$ cat config.mk
export PLATFORM = sky130hd
export DESIGN_NAME = irq_prio_front
export DESIGN_NICKNAME = d
export VERILOG_FILES = /design/src/rtl/irq_pkg.sv /design/src/rtl/irq_ctrl.sv /design/src/rtl/irq_dp.sv /design/src/rtl/irq_prio_front.sv
export SDC_FILE = /design/constraint.sdc
export NUM_CORES = 1
export LEC_CHECK = 0
export BUFFER_PORTS_ARGS = -buffer_cell sky130_fd_sc_hd__buf_2
export CORE_UTILIZATION = 47
export DETAILED_ROUTE_END_ITERATION = 8
export HOLD_SLACK_MARGIN = 0.06
export PLACE_DENSITY = 0.95
export SYNTH_ARGS = -nofsm -noshare
export SYNTH_HDL_FRONTEND = slang
export SYNTH_SLANG_ARGS = --single-unit
export TNS_END_PERCENT = 5
$ cat constraint.sdc
create_clock -name clk -period 2.37 [get_ports clk]
set_input_delay 0.474 -clock clk [delete_from_list [all_inputs] [get_ports clk]]
set_output_delay 0.474 -clock clk [all_outputs]
set_load 0.005 [all_outputs]
$ cat src/rtl/irq_pkg.sv
package irq_pkg;
  localparam int VEC_W = 16;

  localparam logic [VEC_W-1:0] VEC_NMI = 16'h0024;
  localparam logic [VEC_W-1:0] VEC_R75 = 16'h003C;
  localparam logic [VEC_W-1:0] VEC_R65 = 16'h0034;
  localparam logic [VEC_W-1:0] VEC_R55 = 16'h002C;

  typedef enum logic [2:0] {
    SRC_NONE, SRC_NMI, SRC_R75, SRC_R65, SRC_R55, SRC_EXT
  } srcE;

  typedef struct packed {
    logic gateOpen;
    logic ldMask;
    logic ldSer;
    logic clr75;
    logic clrNmi;
    logic capRead;
  } strobeS;
endpackage

$ cat src/rtl/irq_ctrl.sv
module irq_ctrl
  import irq_pkg::*;
(
  input  logic       clk,
  input  logic       rstN,
  input  logic       boundary,
  input  logic       accept,
  input  logic       opEnable,
  input  logic       opDisable,
  input  logic       opSetMask,
  input  logic       opReadMask,
  input  logic [7:0] maskByte,
  input  srcE        win,
  output strobeS     stb,
  output logic       ieFf,
  output logic       irqValid,
  output logic       intAckN
);
  logic skip;
  logic take;
  logic unusedMaskBits;

  assign unusedMaskBits = ^{maskByte[7], maskByte[5], maskByte[2:0]};

  assign irqValid = boundary && (win != SRC_NONE);
  assign take     = irqValid && accept;

  always_ff @(posedge clk) begin
    if (!rstN) begin
      ieFf    <= 1'b0;
      skip    <= 1'b0;
      intAckN <= 1'b1;
    end else begin
      intAckN <= !(take && win == SRC_EXT);
      if (take || opDisable) begin
        ieFf <= 1'b0;
        skip <= 1'b0;
      end else if (opEnable) begin
        ieFf <= 1'b1;
        skip <= 1'b1;
      end else if (boundary) begin
        skip <= 1'b0;
      end
    end
  end

  always_comb begin
    stb.gateOpen = ieFf && !skip;
    stb.ldMask   = opSetMask && maskByte[3];
    stb.ldSer    = opSetMask && maskByte[6];
    stb.clr75    = (opSetMask && maskByte[4]) || (take && win == SRC_R75);
    stb.clrNmi   = take && win == SRC_NMI;
    stb.capRead  = opReadMask;
  end

  AST_TAKE_CLEARS_IE: assert property (@(posedge clk) disable iff (!rstN)
    take |=> !ieFf);
  AST_DISABLE_NOW: assert property (@(posedge clk) disable iff (!rstN)
    opDisable |=> !stb.gateOpen);
  AST_ENABLE_HELD_OFF: assert property (@(posedge clk) disable iff (!rstN)
    $rose(ieFf) |-> !stb.gateOpen);
  AST_ACK_ONE_CYCLE: assert property (@(posedge clk) disable iff (!rstN)
    !intAckN |=> intAckN);
endmodule

$ cat src/rtl/irq_dp.sv
module irq_dp
  import irq_pkg::*;
(
  input  logic             clk,
  input  logic             rstN,
  input  strobeS           stb,
  input  logic             ieFf,
  input  logic             nmiReq,
  input  logic             req75,
  input  logic             req65,
  input  logic             req55,
  input  logic             extReq,
  input  logic             serIn,
  input  logic [7:0]       maskByte,
  output srcE              win,
  output logic [VEC_W-1:0] dpVector,
  output logic [7:0]       readByte,
  output logic             serOut
);
  localparam int NMASK = 3;

  logic             prevNmi, prev75, nmiEdge, lat75;
  logic [NMASK-1:0] maskQ;
  logic             riseNmi, rise75;

  assign riseNmi = nmiReq && !prevNmi;
  assign rise75  = req75 && !prev75;

  always_ff @(posedge clk) begin
    if (!rstN) begin
      prevNmi  <= 1'b0;
      prev75   <= 1'b0;
      nmiEdge  <= 1'b0;
      lat75    <= 1'b0;
      maskQ    <= '1;
      serOut   <= 1'b0;
      readByte <= '0;
    end else begin
      prevNmi <= nmiReq;
      prev75  <= req75;
      if (riseNmi)         nmiEdge <= 1'b1;
      else if (stb.clrNmi) nmiEdge <= 1'b0;
      if (rise75)          lat75 <= 1'b1;
      else if (stb.clr75)  lat75 <= 1'b0;
      if (stb.ldMask)      maskQ <= maskByte[NMASK-1:0];
      if (stb.ldSer)       serOut <= maskByte[7];
      if (stb.capRead)     readByte <= {serIn, lat75, req65, req55, ieFf, maskQ};
    end
  end

  always_comb begin
    win = SRC_NONE;
    if (nmiEdge && nmiReq)                           win = SRC_NMI;
    else if (stb.gateOpen && lat75 && !maskQ[2])     win = SRC_R75;
    else if (stb.gateOpen && req65 && !maskQ[1])     win = SRC_R65;
    else if (stb.gateOpen && req55 && !maskQ[0])     win = SRC_R55;
    else if (stb.gateOpen && extReq)                 win = SRC_EXT;
  end

  always_comb begin
    unique case (win)
      SRC_NMI: dpVector = VEC_NMI;
      SRC_R75: dpVector = VEC_R75;
      SRC_R65: dpVector = VEC_R65;
      SRC_R55: dpVector = VEC_R55;
      default: dpVector = '0;
    endcase
  end

  AST_GATED_WHEN_CLOSED: assert property (@(posedge clk) disable iff (!rstN)
    !stb.gateOpen |-> (win == SRC_NONE || win == SRC_NMI));
  AST_NMI_TOP: assert property (@(posedge clk) disable iff (!rstN)
    (nmiEdge && nmiReq) |-> win == SRC_NMI);
  AST_LATCH75_HELD: assert property (@(posedge clk) disable iff (!rstN)
    (lat75 && !stb.clr75) |=> lat75);
  AST_MASK_HOLD: assert property (@(posedge clk) disable iff (!rstN)
    !stb.ldMask |=> $stable(maskQ));
endmodule

$ cat src/rtl/irq_prio_front.sv
module irq_prio_front
  import irq_pkg::*;
(
  input  logic             clk,
  input  logic             rstN,
  input  logic             nmiReq,
  input  logic             req75,
  input  logic             req65,
  input  logic             req55,
  input  logic             extReq,
  input  logic             serIn,
  input  logic             boundary,
  input  logic             accept,
  input  logic             opEnable,
  input  logic             opDisable,
  input  logic             opSetMask,
  input  logic             opReadMask,
  input  logic [7:0]       maskByte,
  output logic             irqValid,
  output logic [VEC_W-1:0] irqVector,
  output logic             irqExternal,
  output logic             intAckN,
  output logic [7:0]       readByte,
  output logic             serOut
);
  strobeS           stb;
  srcE              win;
  logic             ieFf;
  logic [VEC_W-1:0] dpVector;

  irq_ctrl u_ctrl (
    .clk(clk), .rstN(rstN), .boundary(boundary), .accept(accept),
    .opEnable(opEnable), .opDisable(opDisable), .opSetMask(opSetMask),
    .opReadMask(opReadMask), .maskByte(maskByte), .win(win), .stb(stb),
    .ieFf(ieFf), .irqValid(irqValid), .intAckN(intAckN)
  );

  irq_dp u_dp (
    .clk(clk), .rstN(rstN), .stb(stb), .ieFf(ieFf), .nmiReq(nmiReq),
    .req75(req75), .req65(req65), .req55(req55), .extReq(extReq),
    .serIn(serIn), .maskByte(maskByte), .win(win), .dpVector(dpVector),
    .readByte(readByte), .serOut(serOut)
  );

  assign irqVector   = irqValid ? dpVector : '0;
  assign irqExternal = irqValid && (win == SRC_EXT);

  AST_VECTOR_IDLE: assert property (@(posedge clk) disable iff (!rstN)
    !irqValid |-> irqVector == '0);
endmodule

* Yosys cells after proc, flatten, opt, wreduce, memory -nomap -nowiden
Cells that the tools add are included.
** Storage, ports and cells
- Input port bits :: 22
- Word-level logic and storage cells :: 63
- Bits in registers :: 19
** Cells by class
- Muxes and demuxes :: 13
- Eq/ne operators :: 5
- Bitwise operators :: 1
- Reductions and logical operators :: 34
** Operator list (number)
- 6-bit case mux with 4 select lines :: 1
- 1-bit logical AND :: 20
- 16-bit two-way mux :: 1
- 3-bit two-way mux :: 5
- 1-bit logical NOT :: 7
- 3-bit by 2-bit == test with 1-bit output, second input constant :: 2
- 3-bit == test, second input constant :: 2
- 1-bit two-way mux :: 6
- 2-bit nonzero test :: 3
- 3-bit by 1-bit == test with 1-bit output, second input constant :: 1
- 3-bit nonzero test :: 1
- 1-bit logical OR :: 2
- 2-bit OR reduction :: 1
- 1-bit inverter :: 1

* Logic depth before layout (Yosys ltp)
- Depth in word-level cells :: 15
- Gate-level depth with buffers :: 5
- Mapped depth without buffers :: 4

* By module
Synthesis repeated with hierarchy kept, for this count alone.
** Second synthesis, totals
- Cells, all modules :: 124
- Area, all modules :: 1106.1 um^2
** By module, submodules not included
- irq_dp :: seq. area each 320.3 um^2, cells each 84, area an instance 788.3 um^2, times used 1
- irq_ctrl :: seq. area each 60.1 um^2, cells each 22, area an instance 186.4 um^2, times used 1
- irq_prio_front :: seq. area each 0.0 um^2, cells each 18, area an instance 131.4 um^2, times used 1

* Worst setup path before layout
Ideal clock, no wire load.
- Path type :: input to output
- Start :: in req65
- End :: out irqVector[5]
- Buffers on the path :: 1
- Data arrival time :: 1197 ps
- Setup slack :: 699 ps
- Cell stages on the path :: 5
- Cell sequence :: nand2b_4 a41o_1 a21oi_2 and2b_1 buf_4
** On the way
- Cells in the longest elaborated chain, start to end :: 8
- Elaborated cells on any way between the ends :: 13
- Those cells by class :: 4 x eq/ne; 5 x mux; 4 x reduce/logical
** RTL lines
- from (decl) :: RTL line irq_prio_front.sv:8 : input logic req65,
- 1-bit logical AND (2 in a row) :: RTL line irq_dp.sv:55 : else if (stb.gateOpen && req65 && !maskQ[1]) win = SRC_R65;
- 3-bit two-way mux :: RTL line irq_dp.sv:55
- 3-bit two-way mux :: RTL line irq_dp.sv:54 : else if (stb.gateOpen && lat75 && !maskQ[2]) win = SRC_R75;
- 3-bit two-way mux :: RTL line irq_dp.sv:53 : if (nmiEdge && nmiReq) win = SRC_NMI;
- 3-bit nonzero test :: RTL line irq_ctrl.sv:25 : assign irqValid = boundary && (win != SRC_NONE);
- 1-bit logical AND :: RTL line irq_ctrl.sv:25
- via irqValid :: RTL line irq_prio_front.sv:19 : output logic irqValid,
- 16-bit two-way mux :: RTL line irq_prio_front.sv:45 : assign irqVector = irqValid ? dpVector : '0;
- to (decl) :: RTL line irq_prio_front.sv:20 : output logic [VEC_W-1:0] irqVector,
The timed path passes the listed nets, and every way through them passes these cells.

* Worst setup path after layout
- Start :: reg u_dp.maskQ[1]
- End :: out irqVector[2]
** On the way
- Cells in the longest elaborated chain, start to end :: 8
- Elaborated cells on any way between the ends :: 13
- Those cells by class :: 4 x eq/ne; 5 x mux; 4 x reduce/logical
** RTL lines
- from (decl) :: RTL line irq_dp.sv:23 : logic [NMASK-1:0] maskQ;
- from (signal assigned) :: RTL line irq_dp.sv:45 : if (stb.ldMask) maskQ <= maskByte[NMASK-1:0];
- 1-bit logical NOT * :: RTL line irq_dp.sv:55
- 1-bit logical AND * :: RTL line irq_dp.sv:55
- 3-bit two-way mux * :: RTL line irq_dp.sv:55
- 3-bit two-way mux * :: RTL line irq_dp.sv:54
- 3-bit two-way mux * :: RTL line irq_dp.sv:53
- 3-bit == test (tied with other cells) :: RTL line irq_dp.sv:61 : unique case (win)
- 6-bit case mux with 4 select lines or 1-bit logical AND (tied branches) :: RTL line irq_dp.sv:61, irq_ctrl.sv:25
- 16-bit two-way mux * :: RTL line irq_prio_front.sv:45
Mark *: on every way between the ends. The rest lies on a longest branch, timed or not.

==> results.md <==
- Status: finished clean
- Crit path kind: flip-flop to output port
- Combinational Power Share: between 10% and 20%
- Startpoint types: flip-flop
- DR iter-0 viols: 10
- H-tree depth: 1
- Sw frac: a little over a quarter
- Post-CTS setup buffer count: 0
- Post-DRT Antenna Nets: 0
- First-pass GRT wire length: between 2000 and 3000 um
- Share of cells above drive strength 1: between 30 and 40%
- Final min period: 1.96 ns
- Netlist cell types: 24
- Max capacitance violation total: 0
- Sequential cell fraction of total power: about 57%
- Max Clock Skew: 0.0117 ns
- Slew Limit Fails: 0
- Arrival @ worst endpoint: ~1.5 ns
- Net Sw Power: roughly 160 uW
- Worst-path maximum fanout: 4
- ANT cells: 0
- Fraction of the cycle the final worst path needs: between 80% and 90%
- DIE AREA: roughly 2200 um^2
- Synth Register Bits: 19
- CP Launch Point: u_dp.maskQ[1]$_SDFFE_PN1P_
- Die width: around 47 um
- PwrDens: between 500 and 600 nW/um^2
- Gr ovfl total: 0
- Avg WL per Cell: 10.7 um
- Reg2reg path depth: 4
- Initial antenna violation count: 0
- Worst hold path depth: 3
- Syn. warnings: 0
- Largest net degree at the start of global routing: 19
- Worst min path class: primary input to flip-flop
- Inserted Clock Buffers: 3
- Area Growth Syn to Fin: 18.5%
- Hold_sp: req75
- Post-Syn Area per Cell: about 8.7 um^2
- Mapped Area: 938 um^2
- IO Count: 50
- Gr usage total: 19.1%
- Final Hold Viols: 0
- Post_cts resized: 0
- Sequential fraction of the synthesis area: approximately 40%
- Clock latency on the worst-skew pair: 0.30 ns
- Post-layout util: 61.7%
- Setup-failing EPs final: 0
- Leakage: just under 0.0006 uW
- CORE AREA: approximately 1800 um^2
- Fin nets: 167
- Placed cell count: around 170
- Yosys top cell by area: dfxtp_1
- Post-route insts no fill: 169
- RSZ-0062 raised after global routing: no
- Vias/cell: around 4.8
- Clock Power Share: 26.3%
- R2r setup slk: around 1.2 ns
- P_int: around 450 uW
- CP Capture Type: output port
- Multi-input gate area: ~480 um^2
- CP required: around 1.9 ns
- Setup TNS: 0 ns
- Routed wire length: about 1800 um
- Drt first pass iters: 4
- Fmax: approximately 500 MHz
- Top cell type's share of synthesized area: between 40% and 50%
- Chip height: roughly 47 um
- DP Area: about 1100 um^2
- Cts hold-fix bufs: 0
- CTS tree: done
- Routed via count: between 800 and 900
- DR DRC count: 0
- Critical Path End: irqVector[2]
- CTS sink count: 19
- Port buffer count: 36
- Fill count: ~170
- Global placement routability congestion: ~0.89
- Clock Root Buffer: clkbuf_4
- Vias in the first global route: 706
- HPWL after DPL: 1400 um
- Register Area: ~380 um^2
- R2r endpoint: u_ctrl.ieFf$_SDFFE_PP0P_
- Design area: around 1100 um^2
- Reg2reg start: u_dp.maskQ[1]$_SDFFE_PN1P_
- Clock transition at path regs: about 0.11 ns
- Row count: 15
- Gate count after technology mapping: 108
- Max VDD drop: 0.000331 V
- Starting Density: between 50% and 60%
- CTS Buffer Depth: 2
- Largest cells by area after synthesis: dfxtp_1, buf_4, mux2i_1, nand3_1, nor2b_1
## worst max-delay path, cell delays in order (launching register included)
cell,delay (ns)
dfxtp_1,0.34
nand2b_4,0.15
a41o_1,0.27
a21oi_2,0.16
and2b_1,0.15
buf_2,0.11
## how the worst min path moves through the flow
| stage | endpoint | slack, ns |
|---|---|---|
| after floorplan | u_dp.lat75$_SDFFE_PN0P_ | 0.41 |
| after global placement | u_dp.lat75$_SDFFE_PN0P_ | 0.41 |
| after detailed placement | u_dp.lat75$_SDFFE_PN0P_ | 0.43 |
| after CTS | u_dp.prev75$_SDFF_PN0_ | 0.37 |
| after global routing | u_ctrl.intAckN$_SDFF_PN1_ | 0.39 |
| final | u_dp.prev75$_SDFF_PN0_ | 0.38 |
## cell families after synthesis
| logic type | share of synthesized area, % |
|---|---|
| buf+inv | 12.9 |
| flops | 40.5 |
| simple gates | 30.8 |
| compound gates | 6.80 |
| other cells | 0.400 |
| mux | 8.53 |
## layout by cell type, fill, tap and decap left out, drive strengths merged
master   count
a211oi       1
a21boi       1
a21oi        4
a41o         1
and2         1
and2b        2
buf         36
clkbuf       3
clkinv       1
conb        12
dfxtp       19
inv          4
mux2i        8
nand2       12
nand2b       5
nand3       13
nand4        2
nor2         5
nor2b       10
nor3         2
o2111ai      1
o22ai        1
## synth_stat cells (all sizes together)
cell / number
dfxtp: 19
nand2: 12
clkbuf: 1
o22ai: 1
o2111ai: 1
and2b: 2
nand2b: 5
nor3: 2
a211oi: 1
a21boi: 1
and2: 1
a41o: 1
nand4: 2
inv: 4
buf: 14
nor2b: 10
mux2i: 8
nor2: 5
nand3: 13
conb: 1
a21oi: 4
## power groups by stage
stage	Sequential, uW	Combinational [uW]	Clock, uW
final	351	100	161
after global routing	353	114	182
after CTS	350	101	168
after detailed placement	358	100	0
after global placement	357	96.5	0
after floorplan	357	71.7	0
## per-stage QoR
step	hold WS [ns]	power, uW	setup slack, ns
floorplan	0.408	429	0.699
global placement	0.410	453	0.595
detailed placement	0.432	458	0.571
CTS	0.374	619	0.412
global route	0.390	649	0.347
finish	0.381	612	0.414
## per-layer routing
layer	wire length, um	part of all wire, %	up-vias	GRT usage [%]
met5	0	0	-	0
met4	19	1.1	0	13.7
met3	95	5.3	2	3.92
met2	940	52	25	31.1
met1	748	41	365	21.8
li1	-	-	413	-
## cell type report
type | count | share of cell area [%]
Clock buffer | 3 | 2.02
Clock inverter | 1 | 0.450
Inverter | 4 | 1.35
Multi-Input combinational cell | 81 | 43.0
Sequential cell | 19 | 34.2
Tap cell | 25 | 2.81
Timing Repair Buffer | 36 | 16.2
## flip-flops by register name, summed over array words and instances (netlist names)
name / flops
u_ctrl.intAckN: 1
u_dp.lat75: 1
u_ctrl.skip: 1
u_ctrl.ieFf: 1
u_dp.prev75: 1
u_dp.prevNmi: 1
u_dp.maskQ: 3
u_dp.nmiEdge: 1
u_dp.readByte: 8
u_dp.serOut: 1
Power figures use the tool's default switching activity.
